[src/rtl/hit_ring_pkg.sv]
package hit_ring_pkg;

  localparam int BCID_W = 7;
  localparam int TOT_W  = 4;
  localparam int TOT_MAX = (1 << TOT_W) - 1;

  typedef struct packed {
    logic [BCID_W-1:0] bcid;
    logic [TOT_W-1:0]  tot;
  } hit_result_t;

  // Fold an index that is at most one ring length out of range.
  function automatic int fold_idx(input int v, input int depth);
    if (v >= depth) return v - depth;
    if (v < 0)      return v + depth;
    return v;
  endfunction

endpackage

[src/rtl/hit_ring_store.sv]
module hit_ring_store #(
  parameter int DEPTH = 120,
  parameter int IDX_W = 7
) (
  input  logic             clk,
  input  logic             rst_n,
  input  logic             hit_i,
  output logic [DEPTH-1:0] slots_o,
  output logic [IDX_W-1:0] wr_idx_o
);

  localparam logic [IDX_W-1:0] LAST_IDX = IDX_W'(DEPTH - 1);

  logic [DEPTH-1:0] slots_q;
  logic [IDX_W-1:0] wr_q;

  // Write index advances once per crossing, wrapping at DEPTH.
  always_ff @(posedge clk) begin
    if (!rst_n) begin
      wr_q <= '0;
    end else if (wr_q == LAST_IDX) begin
      wr_q <= '0;
    end else begin
      wr_q <= wr_q + 1'b1;
    end
  end

  // Every slot is cleared on reset, then written one per crossing.
  genvar s;
  generate
    for (s = 0; s < DEPTH; s++) begin : g_slot
      always_ff @(posedge clk) begin
        if (!rst_n) begin
          slots_q[s] <= 1'b0;
        end else if (wr_q == IDX_W'(s)) begin
          slots_q[s] <= hit_i;
        end
      end
    end
  endgenerate

  assign slots_o  = slots_q;
  assign wr_idx_o = wr_q;

endmodule

[src/rtl/tot_extract.sv]
module tot_extract
  import hit_ring_pkg::*;
#(
  parameter int DEPTH   = 120,
  parameter int LATENCY = 40,
  parameter int IDX_W   = 7
) (
  input  logic [DEPTH-1:0] slots_i,
  input  logic [IDX_W-1:0] wr_idx_i,
  output logic             start_o,
  output hit_result_t      result_o
);

  // Scan no further than the saturation limit or the slots already written.
  localparam int SPAN = (TOT_MAX < LATENCY) ? TOT_MAX : LATENCY;

  int rd_i;
  int prev_i;

  always_comb begin
    rd_i   = fold_idx(int'(wr_idx_i) - LATENCY, DEPTH);
    prev_i = fold_idx(rd_i - 1, DEPTH);
  end

  logic [SPAN-1:0] tap;

  genvar k;
  generate
    for (k = 0; k < SPAN; k++) begin : g_tap
      assign tap[k] = slots_i[IDX_W'(fold_idx(rd_i + k, DEPTH))];
    end
  endgenerate

  logic             prev_bit;
  logic [TOT_W-1:0] run_len;
  logic             run_on;

  assign prev_bit = slots_i[IDX_W'(prev_i)];

  // Leading-ones count over the tap window.
  always_comb begin
    run_on  = 1'b1;
    run_len = '0;
    for (int j = 0; j < SPAN; j++) begin
      run_on  = run_on & tap[j];
      run_len = run_len + TOT_W'(run_on);
    end
  end

  assign start_o       = tap[0] & ~prev_bit;
  assign result_o.bcid = BCID_W'(rd_i);
  assign result_o.tot  = run_len;

endmodule

[src/rtl/result_fifo.sv]
module result_fifo
  import hit_ring_pkg::*;
#(
  parameter int DEPTH = 3,
  parameter int CNT_W = $clog2(DEPTH + 1)
) (
  input  logic             clk,
  input  logic             rst_n,
  input  logic             push_i,
  input  hit_result_t      push_data_i,
  output logic             full_o,
  output logic             valid_o,
  input  logic             ready_i,
  output hit_result_t      head_o,
  output logic [CNT_W-1:0] fill_o
);

  localparam int PTR_W = (DEPTH > 1) ? $clog2(DEPTH) : 1;
  localparam logic [PTR_W-1:0] LAST_PTR = PTR_W'(DEPTH - 1);

  hit_result_t      mem_q [DEPTH];
  logic [PTR_W-1:0] wr_q, rd_q;
  logic [CNT_W-1:0] cnt_q;
  logic             do_push, do_pop;

  assign full_o  = (cnt_q == CNT_W'(DEPTH));
  assign valid_o = (cnt_q != '0);
  assign do_push = push_i & ~full_o;
  assign do_pop  = ready_i & valid_o;

  always_ff @(posedge clk) begin
    if (!rst_n) begin
      wr_q  <= '0;
      rd_q  <= '0;
      cnt_q <= '0;
    end else begin
      if (do_push) wr_q <= (wr_q == LAST_PTR) ? '0 : wr_q + 1'b1;
      if (do_pop)  rd_q <= (rd_q == LAST_PTR) ? '0 : rd_q + 1'b1;
      case ({do_push, do_pop})
        2'b10:   cnt_q <= cnt_q + 1'b1;
        2'b01:   cnt_q <= cnt_q - 1'b1;
        default: cnt_q <= cnt_q;
      endcase
    end
  end

  always_ff @(posedge clk) begin
    if (do_push) mem_q[wr_q] <= push_data_i;
  end

  assign head_o = mem_q[rd_q];
  assign fill_o = cnt_q;

endmodule

[src/rtl/hit_latency_ring.sv]
module hit_latency_ring
  import hit_ring_pkg::*;
#(
  parameter int DEPTH     = 120,
  parameter int LATENCY   = 40,
  parameter int OUT_DEPTH = 3
) (
  input  logic              clk,
  input  logic              rst_n,
  input  logic              hit_i,
  input  logic              trig_i,
  output logic              out_valid,
  input  logic              out_ready,
  output logic [BCID_W-1:0] out_bcid,
  output logic [TOT_W-1:0]  out_tot,
  output logic              overflow
);

  localparam int IDX_W  = BCID_W;
  localparam int FILL_W = $clog2(OUT_DEPTH + 1);

  logic [DEPTH-1:0]  slots;
  logic [IDX_W-1:0]  wr_idx;
  logic              pulse_start;
  hit_result_t       cand;
  hit_result_t       head;
  logic              fifo_full;
  logic [FILL_W-1:0] fifo_fill;
  logic              ovf_q;

  hit_ring_store #(.DEPTH(DEPTH), .IDX_W(IDX_W)) u_store (
    .clk      (clk),
    .rst_n    (rst_n),
    .hit_i    (hit_i),
    .slots_o  (slots),
    .wr_idx_o (wr_idx)
  );

  tot_extract #(.DEPTH(DEPTH), .LATENCY(LATENCY), .IDX_W(IDX_W)) u_extract (
    .slots_i  (slots),
    .wr_idx_i (wr_idx),
    .start_o  (pulse_start),
    .result_o (cand)
  );

  result_fifo #(.DEPTH(OUT_DEPTH), .CNT_W(FILL_W)) u_fifo (
    .clk         (clk),
    .rst_n       (rst_n),
    .push_i      (trig_i & pulse_start),
    .push_data_i (cand),
    .full_o      (fifo_full),
    .valid_o     (out_valid),
    .ready_i     (out_ready),
    .head_o      (head),
    .fill_o      (fifo_fill)
  );

  // Sticky drop indicator.
  always_ff @(posedge clk) begin
    if (!rst_n) ovf_q <= 1'b0;
    else        ovf_q <= ovf_q | (trig_i & fifo_full);
  end

  assign overflow = ovf_q;
  assign out_bcid = head.bcid;
  assign out_tot  = head.tot;

endmodule

[config.mk]
export PLATFORM = sky130hd
export DESIGN_NAME = hit_latency_ring
export DESIGN_NICKNAME = d
export VERILOG_FILES = /design/src/rtl/hit_ring_pkg.sv /design/src/rtl/hit_ring_store.sv /design/src/rtl/tot_extract.sv /design/src/rtl/result_fifo.sv /design/src/rtl/hit_latency_ring.sv
export SDC_FILE = /design/constraint.sdc
export NUM_CORES = 1
export LEC_CHECK = 0
export ABC_AREA = 0
export ABC_CLOCK_PERIOD_IN_PS = 10700
export BUFFER_PORTS_ARGS = -buffer_cell sky130_fd_sc_hd__buf_2
export CORE_MARGIN = 1.5
export CORE_UTILIZATION = 30
export CTS_BUF_LIST = sky130_fd_sc_hd__clkbuf_4
export DETAILED_ROUTE_END_ITERATION = 8
export HOLD_SLACK_MARGIN = 0.05
export PLACE_DENSITY = 0.56
export SYNTH_ARGS = -nofsm -noshare
export SYNTH_HDL_FRONTEND = slang
export SYNTH_HIERARCHICAL = 1
export SYNTH_SLANG_ARGS = --single-unit
export TNS_END_PERCENT = 5
[constraint.sdc]
create_clock -name clk -period 10.7 [get_ports clk]
set_clock_uncertainty 0.15 [all_clocks]
set_input_delay 1.605 -clock clk [delete_from_list [all_inputs] [get_ports clk]]
set_output_delay 1.605 -clock clk [all_outputs]
set_load 0.01 [all_outputs]
# Word level (Yosys, flattened, before mapping)

Memory sizes are Yosys's and may differ from the RTL's. A register that Yosys moved wholly into a read port is not among the register bits.
Cells that the tools add are included.

Bitwise logic cells: 23
Equal/unequal tests: 124
Reduce and logical (&&, ||, !) cells: 4
Add/sub/neg operators: 69
Magnitude comparators: 50
Muxes and demuxes: 174

Operator list:

| operator                | count |
|---|---|
| $ge A32 B8 Y1 const B   | 17 |
| $lt A32 B1 Y1 const B   | 17 |
| $mux W7                 | 64 |
| $eq A7 B7 Y1 const B    | 56 |
| $add A32 B5 Y32 const B | 7 |
| $eq A7 B6 Y1 const B    | 32 |
| $lt A7 B9 Y1 const B    | 16 |
| $add A32 B4 Y32 const B | 4 |
| $mux W32                | 4 |
| $add A7 B4 Y7 const B   | 16 |
| $bmux W1 S7             | 16 |
| $eq A7 B5 Y1 const B    | 16 |
| $sub A7 B4 Y7 const B   | 16 |
| $mux W1                 | 85 |
| $add A32 B3 Y32 const B | 2 |
| $eq A7 B4 Y1 const B    | 8 |
| $add A4 B1 Y4           | 13 |
| $add A32 B2 Y32 const B | 1 |
| $add A32 B8 Y32 const B | 1 |
| $sub A32 B2 Y32 const B | 1 |
| $sub A32 B8 Y32 const B | 1 |
| $eq A7 B3 Y1 const B    | 4 |
| $and A1 B1 Y1           | 19 |
| $eq A7 B2 Y1 const B    | 2 |
| other kinds (15)        | 26 |

Memory bits (writable): 33
Logic and storage cells: 570
Output and inout port bits: 13
Bits in registers: 134
Memories: 1

Memory list:

| name         | depth | bits a word | read ports | clocked after Yosys merged registers in | wr ports | line              | RTL |
|---|---|---|---|---|---|---|---|
| u_fifo.mem_q | 3     | 11          | 1          | 1                                       | 1        | result_fifo.sv:21 | `hit_result_t mem_q [DEPTH];` |

# Longest topological paths before layout

Gate-level depths: netlist of run 1.

Depth after elaboration: 30
Mapped depth: 37

# Modules after synthesis

The synthesis of run 1 kept the hierarchy.

By module, submodules not included:

| module           | cells an instance | area each (um^2) | seq. area each (um^2) | times used |
|---|---|---|---|---|
| tot_extract      | 1,740             | 14,943.1         | 0.0                   | 1 |
| hit_ring_store   | 527               | 5,307.6          | 2,542.4               | 1 |
| result_fifo      | 102               | 1,546.5          | 1,151.1               | 1 |
| hit_latency_ring | 4                 | 38.8             | 20.0                  | 1 |

# Worst setup path after synthesis of run 1

Ideal clock, no wire load.

Kind: register to register
Start point: reg u_store.wr_q[3] (netlist: u_store/wr_idx_o[3])
End point: mem u_fifo/mem_q[0][2] in the netlist's numbering (data pin)
Setup slack: -0.495 ns
Arrival time: 10.779 ns
Cell stages (with the launch flop): 27
Cells stage by stage: dfxtp_1 > buf_2 > inv_1 > ha_1 > buf_2 > nand4_1 > nor2_2 > inv_1 > o211ai_1 > a31oi_1 > xnor2_1 > mux2i_1 > mux2i_1 > a21oi_1 > a22oi_1 > or4_1 > buf_2 > nor4_4 > inv_1 > fa_1 > inv_1 > fa_1 > fa_1 > fa_1 > fa_1 > fa_1 > xor2_1

RTL lines:

| item                   | line                 | RTL |
|---|---|---|
| from (decl)            | hit_ring_store.sv:15 | `logic [IDX_W-1:0] wr_q;` |
| from (signal assigned) | hit_ring_store.sv:24 | `wr_q <= wr_q + 1'b1;` |
| to (decl)              | result_fifo.sv:21    |  |

==> results of run 1 <==
## path summary, 6_finish.rpt
path / end / cells past startpoint
max reg2reg: u_fifo/mem_q[0][2] / 27
min reg2reg: overflow / 2
min: overflow / 2
max: u_fifo/mem_q[0][2] / 27
## worst min-delay path, stage by stage, from the launching register on
cell     delay, ns
dfxtp_1       0.35
a21oi_1       0.04
nor2b_1       0.09
## synth_stat cells (18+ instances only)
cell and instances:
mux2i_1 257, nand2_1 212, ha_1 187, dfxtp_1 136
mux4_2 123, o211ai_1 97, o31ai_1 94, nor2_1 91
clkbuf_1 83, inv_1 64, a21oi_1 62, o21ai_0 62
nor3_1 61, nand3_1 60, xnor2_1 55, mux2_2 43
buf_2 37, a211oi_1 36, edfxtp_1 33, nand4_1 29
nor4_1 29, nor2b_1 26, and2_1 24, nand2b_1 24
nor4b_1 20, or3_1 20, a31oi_1 19, buf_1 19
o211ai_2 19, nand3b_1 18
## cell usage in the layout (no fill, tap or decap), types with 29 or more instances in the layout
cell type | synthesis | routed
nand4_1 | 29 | 29
o21ai_0 | 62 | 62
a21oi_1 | 62 | 62
buf_4 | 8 | 32
mux2_2 | 43 | 43
nor2_1 | 91 | 91
xnor2_1 | 55 | 55
mux4_2 | 123 | 123
o31ai_1 | 94 | 94
o211ai_1 | 97 | 97
inv_1 | 64 | 65
edfxtp_1 | 33 | 33
nand3_1 | 60 | 60
dfxtp_1 | 136 | 133
conb_1 | 2 | 122
mux2i_1 | 257 | 257
nor3_1 | 61 | 61
nor4_1 | 29 | 29
ha_1 | 187 | 186
nand2_1 | 212 | 211
a211oi_1 | 36 | 36
## registers in the layout (all words and copies together), names as in the netlist, named ones only
signal	flops
overflow	1
u_fifo/wr_q	2
u_store/slots_o	120
u_fifo/fill_o	2
u_fifo/rd_q	2
u_fifo/mem_q	33
u_store/wr_idx_o	7
## cells by family (layout without fill, tap and decap cells)
family / after synthesis / after routing / synth area share, %
AO/OA/AOI/OAI: 565 / 565 / 19.0
XOR/XNOR: 72 / 72 / 3.14
adder cells (fa/ha/maj): 196 / 196 / 11.5
buffers and inverters: 236 / 154 / 4.97
flip-flops: 169 / 169 / 17.0
multiplexers: 423 / 423 / 26.7
other: 2 / 125 / 0.0344
AND/OR/NAND/NOR: 710 / 710 / 17.6
## report_power, final
group / internal (uW) / switching [uW]
Combinational: 168 / 285
Clock: 163 / 243
Sequential: 650 / 9.79
Total: 981 / 537
## metrics by stage
stage          cell area, sq um  hold slack [ns]  instances  setup slack, ns  power [uW]
6_report                  23400            0.353       3364            0.852        1520
5_1_grt                   23400            0.383       3364            0.277        1590
4_1_cts                   23400            0.356       3361             1.01        1520
3_5_place_dp              23100            0.322       3329             1.05        1110
3_3_place_gp              23100            0.312       3329             1.13        1110
2_1_floorplan             22300            0.301       2493             1.10        1000
## layout make-up
class	count	area, sq um
diodes	3	7.51
clock buffers	17	128
clock inverters	15	174
fillers	7423	48300
inverters	72	273
multi-input cells	2088	17500
flip-flops and latches	169	3720
well taps	950	1190
repair buffers	50	360
## layer usage
metal / vias up / wire length [um] / track usage [%]
met5: - / 0 / 0
met4: 0 / 3150 / 8.63
met3: 135 / 5200 / 2.38
met2: 832 / 34000 / 31.5
met1: 9873 / 32800 / 26.6
li1: 9249 / - / -
==> flow_summary.json, run 1 <==
{
  "cp-start-kind": "flop",
  "cts-buffers-inserted": 17,
  "post_drt_via_cell_ratio": 5.97,
  "yosysSeqAreaShare_pct": 17.0,
  "synth_top_area_share_pct": 12.7,
  "insertion_delay_ns": 0.66,
  "hold_start": "overflow",
  "yosys_register_bits": 169,
  "critPathArrivalTime_ns": 10.11,
  "setup-violations-final": 0,
  "clk_pin_slew_ns": 0.16,
  "num_vias": 20100,
  "clock-root-buffer": "clkbuf_4",
  "cts_tree": "built",
  "core_region_area_sq_um": 71700,
  "cp-end-kind": "flop",
  "antenna_found_initial": 2,
  "ant_nets": 0,
  "max_freq_ghz": 0.102,
  "grt_max_degree": 125,
  "ir_drop_mv": 0.110,
  "async_flop_share_pct": 0,
  "die_w_um": 273,
  "place.port_buffers": 17,
  "synth_area_leaders": "mux4_2, dfxtp_1, mux2i_1, ha_1, edfxtp_1",
  "start_util_pct": 30.4,
  "htree_levels": 4,
  "cp_num_buf_inv": 4,
  "num_rows": 98,
  "final_core_util_pct": 32.6,
  "cpLargestDelayFamily": "adder cells",
  "status": "completed",
  "p_per_area_nw_per_um2": 64.9,
  "ys.flop_type": "dfxtp_1",
  "period_needed_ns": 9.85,
  "slew_viol_final": 0,
  "reg2reg_slack_ns": 0.85,
  "dp_hpwl_mm": 58.4,
  "drt-initial-drc-count": 2074,
  "ys_types": 111,
  "cts_setup_buffers": 0,
  "drc": 0,
  "syn_area_sq_um": 21800,
  "leakage_uw": 0.00920,
  "final.setup.tns_ns": 0,
  "area_growth_pct": 7.17,
  "max-clock-path-buffers": 2,
  "grtUsageTotal_pct": 19.7,
  "worst_pin_slew_ns": 1.32,
  "grt_setup_unrepaired": "no",
  "synth_area_leader_cell": "mux4_2",
  "max-slew-margin-rel_pct": 11.4,
  "required_ns": 10.96,
  "cp_slowest_cell": "a2111oi_0",
  "crit_top_cell": "fa_1",
  "die_h_um": 273,
  "totalWireLength_mm": 75.1,
  "nets": 2599,
  "finalCritPeriodShare_pct": 92.0,
  "cpPeakStageDelay_ns": 0.88,
  "hold_viol": 0,
  "grt_pass1_wl_mm": 114,
  "drive_gt1_share_pct": 13.1,
  "cts_resized": 0,
  "r2r_start": "u_store/wr_idx_o[4]",
  "yosysWarnings": 6,
  "grt_pass1_vias": 18600,
  "crit_fanout": 80,
  "min_path_type": "flop to flop",
  "dr.pass1.iters": 6,
  "place.gp.congestion": 0.980,
  "wl_per_cell_um": 22.3,
  "cts_sinks": 169,
  "ios": 18,
  "synth-edff-count": 33,
  "critPathKind": "flop to flop",
  "ctsHoldBuffers": 0,
  "cp-startpoint": "u_store/wr_idx_o[4]",
  "overflow": 0,
  "die_area_sq_um": 74400,
  "avgSynthCellArea_sq_um": 9.20,
  "maxCapViolCount": 0,
  "postSynthCellCount": 2373
}
Power figures use the tool's default switching activity.
==> inputs of run 2 (changes only) <==
- ABC_AREA: 0 -> 1
==> flow_summary.json, run 2 <==
{
  "period_needed_ns": 9.29,
  "insertion_delay_ns": 0.77,
  "cts-buffers-inserted": 17,
  "place.gp.congestion": 1.01,
  "yosysSeqAreaShare_pct": 17.7,
  "crit_fanout": 27,
  "p_per_area_nw_per_um2": 70.8,
  "dp_hpwl_mm": 55.9,
  "nFillCells": 7809,
  "cpPeakStageDelay_ns": 0.68,
  "cts_sinks": 169,
  "dr.pass1.iters": 6,
  "slew_viol_final": 0,
  "num_vias": 21800,
  "crit_top_cell": "nand2_1",
  "setup-violations-final": 0,
  "overflow": 0,
  "ios": 18,
  "critPathKind": "flop to flop",
  "antenna_found_initial": 2,
  "max_freq_ghz": 0.108,
  "final_common_cell": "nand2_1",
  "die_w_um": 268,
  "cp-start-kind": "flop",
  "finalCritPeriodShare_pct": 86.8,
  "ys_top_cells_by_count": "nand2_1, nor2_1, o21ai_0",
  "grt_max_degree": 121,
  "worst_pin_slew_ns": 1.04,
  "grtUsageTotal_pct": 20.1,
  "leakage_uw": 0.00991,
  "drc": 0,
  "num_rows": 96,
  "max-clock-path-buffers": 2,
  "grt_pass1_vias": 19400,
  "min_path_type": "flop to flop",
  "die_h_um": 268,
  "critPathArrivalTime_ns": 9.63,
  "yosysMostFrequentCell": "nand2_1",
  "layout_common_cells": "nand2_1, nor2_1, o21ai_0",
  "htree_levels": 4,
  "synth-edff-count": 33,
  "required_ns": 11.04,
  "nets": 3745,
  "reg2reg_slack_ns": 1.41,
  "ctsHoldBuffers": 0,
  "cts_tree": "built",
  "place_area_sq_um": 22200,
  "final.setup.tns_ns": 0,
  "core_region_area_sq_um": 68900,
  "post_drt_via_cell_ratio": 4.86,
  "drt-initial-drc-count": 1882,
  "grt_pass1_wl_mm": 111,
  "max-slew-margin-rel_pct": 30.4,
  "synth_area_leaders": "nand2_1, dfxtp_1, ha_1, o21ai_0, nor2_1",
  "area_growth_pct": 7.21,
  "start_util_pct": 30.5,
  "ys_types": 62,
  "cts_resized": 0,
  "totalWireLength_mm": 71.7,
  "syn_area_sq_um": 21000,
  "avgSynthCellArea_sq_um": 6.00,
  "place.port_buffers": 17,
  "cts_setup_buffers": 0,
  "hold_viol": 0,
  "yosysWarnings": 6,
  "synth_top_area_share_pct": 17.6,
  "fin_area_sq_um": 22600,
  "cp-end-kind": "flop",
  "die_area_sq_um": 71700,
  "wl_per_cell_um": 16.0,
  "yosys_register_bits": 169,
  "clock-root-buffer": "clkbuf_4",
  "clk_pin_slew_ns": 0.20,
  "largest_reg_flops": 120,
  "final_core_util_pct": 32.7,
  "postSynthCellCount": 3503,
  "async_flop_share_pct": 0,
  "maxCapViolCount": 0,
  "status": "completed",
  "grt_setup_unrepaired": "no",
  "ys.flop_type": "dfxtp_1",
  "drive_gt1_share_pct": 6.07,
  "ir_drop_mv": 0.0548,
  "synth_area_leader_cell": "nand2_1",
  "cp_slowest_cell": "dfxtp_1",
  "ant_nets": 0
}
==> run 2: changes by cell type after synthesis, moves of 46 or more <==
cell,change
mux4_2,-123
o31ai_1,-92
a21oi_1,+51
o21ai_0,+308
o211ai_1,-67
nand2_1,+775
inv_1,+294
mux2i_1,-193
xor2_1,+46
nand3_1,+197
nor2_1,+367
==> run 2: report_power, final <==
part           leakage (uW)  internal, uW  switching, uW  total [uW]
Combinational       0.00838           146            372         518
Sequential          0.00137           651           8.49         660
Clock              0.000160           128            291         419
Total               0.00991           925            672        1600
==> run 2: critical path, delay by kind of cell (launching register included) <==
kind                       cells  cell delay (ns)
adders and majority gates      9             3.80
and+or+nand+nor               25             3.00
buffers and inverters          7             1.01
DFF                            1             0.68
xor gates and xnor gates       1             0.19
AOI/OAI and AO/OA              1             0.14
==> run 2: layer usage <==
layer	global-route usage, %	share of wire [%]
met1	27.2	48
met2	31.3	43
met3	2.93	4.7
met4	9.47	4.6
met5	0	0
==> run 2: per-stage QoR <==
stage	cells	hold slack [ns]	total power, uW	setup WS [ns]
after global routing	4492	0.356	1700	0.743
after floorplan	3623	0.290	1050	1.41
after CTS	4488	0.324	1610	1.44
after global placement	4456	0.302	1180	1.64
after detailed placement	4456	0.304	1180	1.53
final	4493	0.320	1600	1.41
==> run 2: kinds of logic after synthesis <==
family                   Yosys count  share of synthesized area, %
other                              2                        0.0357
buffers and inverters            518                          10.1
AO/OA/AOI/OAI                    550                          13.8
AND/OR/NAND/NOR                 1921                          39.4
adder cells (fa/ha/maj)          196                          12.0
multiplexers                      64                          3.05
flip-flops                       169                          17.7
XOR/XNOR                          83                          3.92
==> run 2: path summary, 6_finish.rpt <==
path | from | cells past startpoint | end
max | u_store/wr_idx_o[4] | 43 | u_fifo/mem_q[0][2]
min | u_fifo/wr_q[1] | 2 | u_fifo/wr_q[1]
max reg2reg | u_store/wr_idx_o[4] | 43 | u_fifo/mem_q[0][2]
min reg2reg | u_fifo/wr_q[1] | 2 | u_fifo/wr_q[1]
==> run 2: final cells by class <==
| cell class | instances | area (sq um) | share of cell area (%) |
|---|---|---|---|
| multi-input combinational | 2936 | 15700 | 69.5 |
| sequential | 169 | 3720 | 16.5 |
| inverter | 381 | 1440 | 6.40 |
| tap | 931 | 1160 | 5.17 |
| timing repair buffer | 39 | 253 | 1.12 |
| clock inverter | 14 | 156 | 0.694 |
| clock buffer | 18 | 135 | 0.599 |
| antenna | 5 | 12.5 | 0.0555 |
==> inputs of run 3 (changes only) <==
- CORE_UTILIZATION: 30 -> 25
- PLACE_DENSITY: 0.56 -> 0.51
==> flow_summary.json, run 3 (synthesis gave the netlist of run 2 again) <==
{
  "finalCritPeriodShare_pct": 87.5,
  "period_needed_ns": 9.37,
  "p_per_area_nw_per_um2": 71.1,
  "hold_viol": 0,
  "insertion_delay_ns": 0.77,
  "critPathKind": "flop to flop",
  "max-slew-margin-rel_pct": 29.4,
  "start_util_pct": 25.2,
  "final_common_cell": "nand2_1",
  "slew_viol_final": 0,
  "cp-start-kind": "flop",
  "leakage_uw": 0.00993,
  "required_ns": 11.01,
  "ant_nets": 0,
  "min_path_type": "flop to flop",
  "largest_reg_flops": 120,
  "r2r_start": "u_store/wr_idx_o[4]",
  "core_region_area_sq_um": 83400,
  "p_comb_share_pct": 32.3,
  "cts_sinks": 169,
  "max_freq_ghz": 0.107,
  "cp_slowest_cell": "dfxtp_1",
  "finalPower_uw": 1620,
  "cpPeakStageDelay_ns": 0.70,
  "grt_pass1_wl_mm": 115,
  "seqPwrFrac_pct": 40.7,
  "nets": 3746,
  "die_w_um": 293,
  "clk_pin_slew_ns": 0.17,
  "grt_max_degree": 90,
  "dr.pass1.iters": 6,
  "num_rows": 106,
  "totalWireLength_mm": 73.9,
  "num_vias": 21900,
  "ff2ff_path_depth": 43,
  "dp_hpwl_mm": 58.1,
  "final.setup.tns_ns": 0,
  "maxCapViolCount": 0,
  "drive_gt1_share_pct": 6.10,
  "post_drt_via_cell_ratio": 4.72,
  "htree_levels": 4,
  "cts_resized": 0,
  "place.port_buffers": 17,
  "reg2reg_slack_ns": 1.33,
  "cts-buffers-inserted": 17,
  "grt_pass1_vias": 19400,
  "overflow": 0,
  "drt-initial-drc-count": 1776,
  "grt_setup_unrepaired": "no",
  "crit_fanout": 27,
  "worst_pin_slew_ns": 1.06,
  "switchingPower_uw": 688,
  "drc": 0,
  "critPathArrivalTime_ns": 9.68,
  "setup-violations-final": 0,
  "cp-end-kind": "flop",
  "cts_tree": "built",
  "ctsHoldBuffers": 0,
  "grtUsageTotal_pct": 17.2,
  "place.gp.congestion": 0.937,
  "layout_common_cells": "nand2_1, nor2_1, o21ai_0",
  "clock-root-buffer": "clkbuf_4",
  "status": "completed",
  "die_h_um": 293,
  "area_growth_pct": 8.21,
  "die_area_sq_um": 85900,
  "cts_setup_buffers": 0,
  "p_clk_share_pct": 27.0,
  "antenna_found_initial": 3,
  "ir_drop_mv": 0.0701,
  "p_int_uw": 930,
  "max-clock-path-buffers": 2,
  "swShare_pct": 42.5,
  "crit_top_cell": "nand2_1",
  "cp-startpoint": "u_store/wr_idx_o[4]",
  "wl_per_cell_um": 15.9,
  "holdPathStages": 2,
  "hold_start": "overflow",
  "ios": 18
}
==> run 3: metrics by stage <==
stage | instances | hold slack [ns] | utilization (%) | cell area, sq um | setup slack, ns
global route | 4641 | 0.346 | 27.3 | 22800 | 0.634
global placement | 4606 | 0.303 | 26.9 | 22400 | 1.52
CTS | 4638 | 0.329 | 27.3 | 22700 | 1.38
detailed placement | 4606 | 0.309 | 26.9 | 22400 | 1.45
finish | 4643 | 0.325 | 27.3 | 22800 | 1.33
floorplan | 3623 | 0.290 | - | 21500 | 1.41
==> run 3: layout make-up <==
type | count | area, sq um
inverters | 381 | 1440
flip-flops and latches | 169 | 3720
clock inverters | 14 | 174
clock buffers | 18 | 135
well taps | 1080 | 1350
repair buffers | 40 | 260
diodes | 5 | 12.5
fillers | 9508 | 60700
multi-input cells | 2936 | 15700
==> run 3: power by group through the flow <==
stage                     logic [uW]  registers (uW)  clock network (uW)
after CTS                        515             659                 452
after detailed placement         514             672                   0
final                            523             659                 436
after global placement           515             672                   0
after floorplan                  380             668                   0
after global routing             584             660                 476
==> run 3: path summary, 6_finish.rpt <==
kind	end
max	u_fifo/mem_q[2][2]
min	overflow
max reg2reg	u_fifo/mem_q[2][2]
min reg2reg	overflow
==> run 3: layer usage <==
metal | vias up | wire [um] | GRT usage [%]
met4 | 0 | 1530 | 4.31
met3 | 58 | 3550 | 2.05
met5 | - | 0 | 0
li1 | 11400 | - | -
met1 | 10000 | 35300 | 23.9
met2 | 456 | 33500 | 28.0
==> run 3: worst max-delay path, delay by kind of cell (launching register included) <==
kind / cells / cell delay (ns)
AO/OA/AOI/OAI: 1 / 0.13
XOR/XNOR: 1 / 0.19
adder cells (fa/ha/maj): 9 / 3.87
buffers and inverters: 7 / 1.08
flip-flops: 1 / 0.70
AND/OR/NAND/NOR: 25 / 2.94
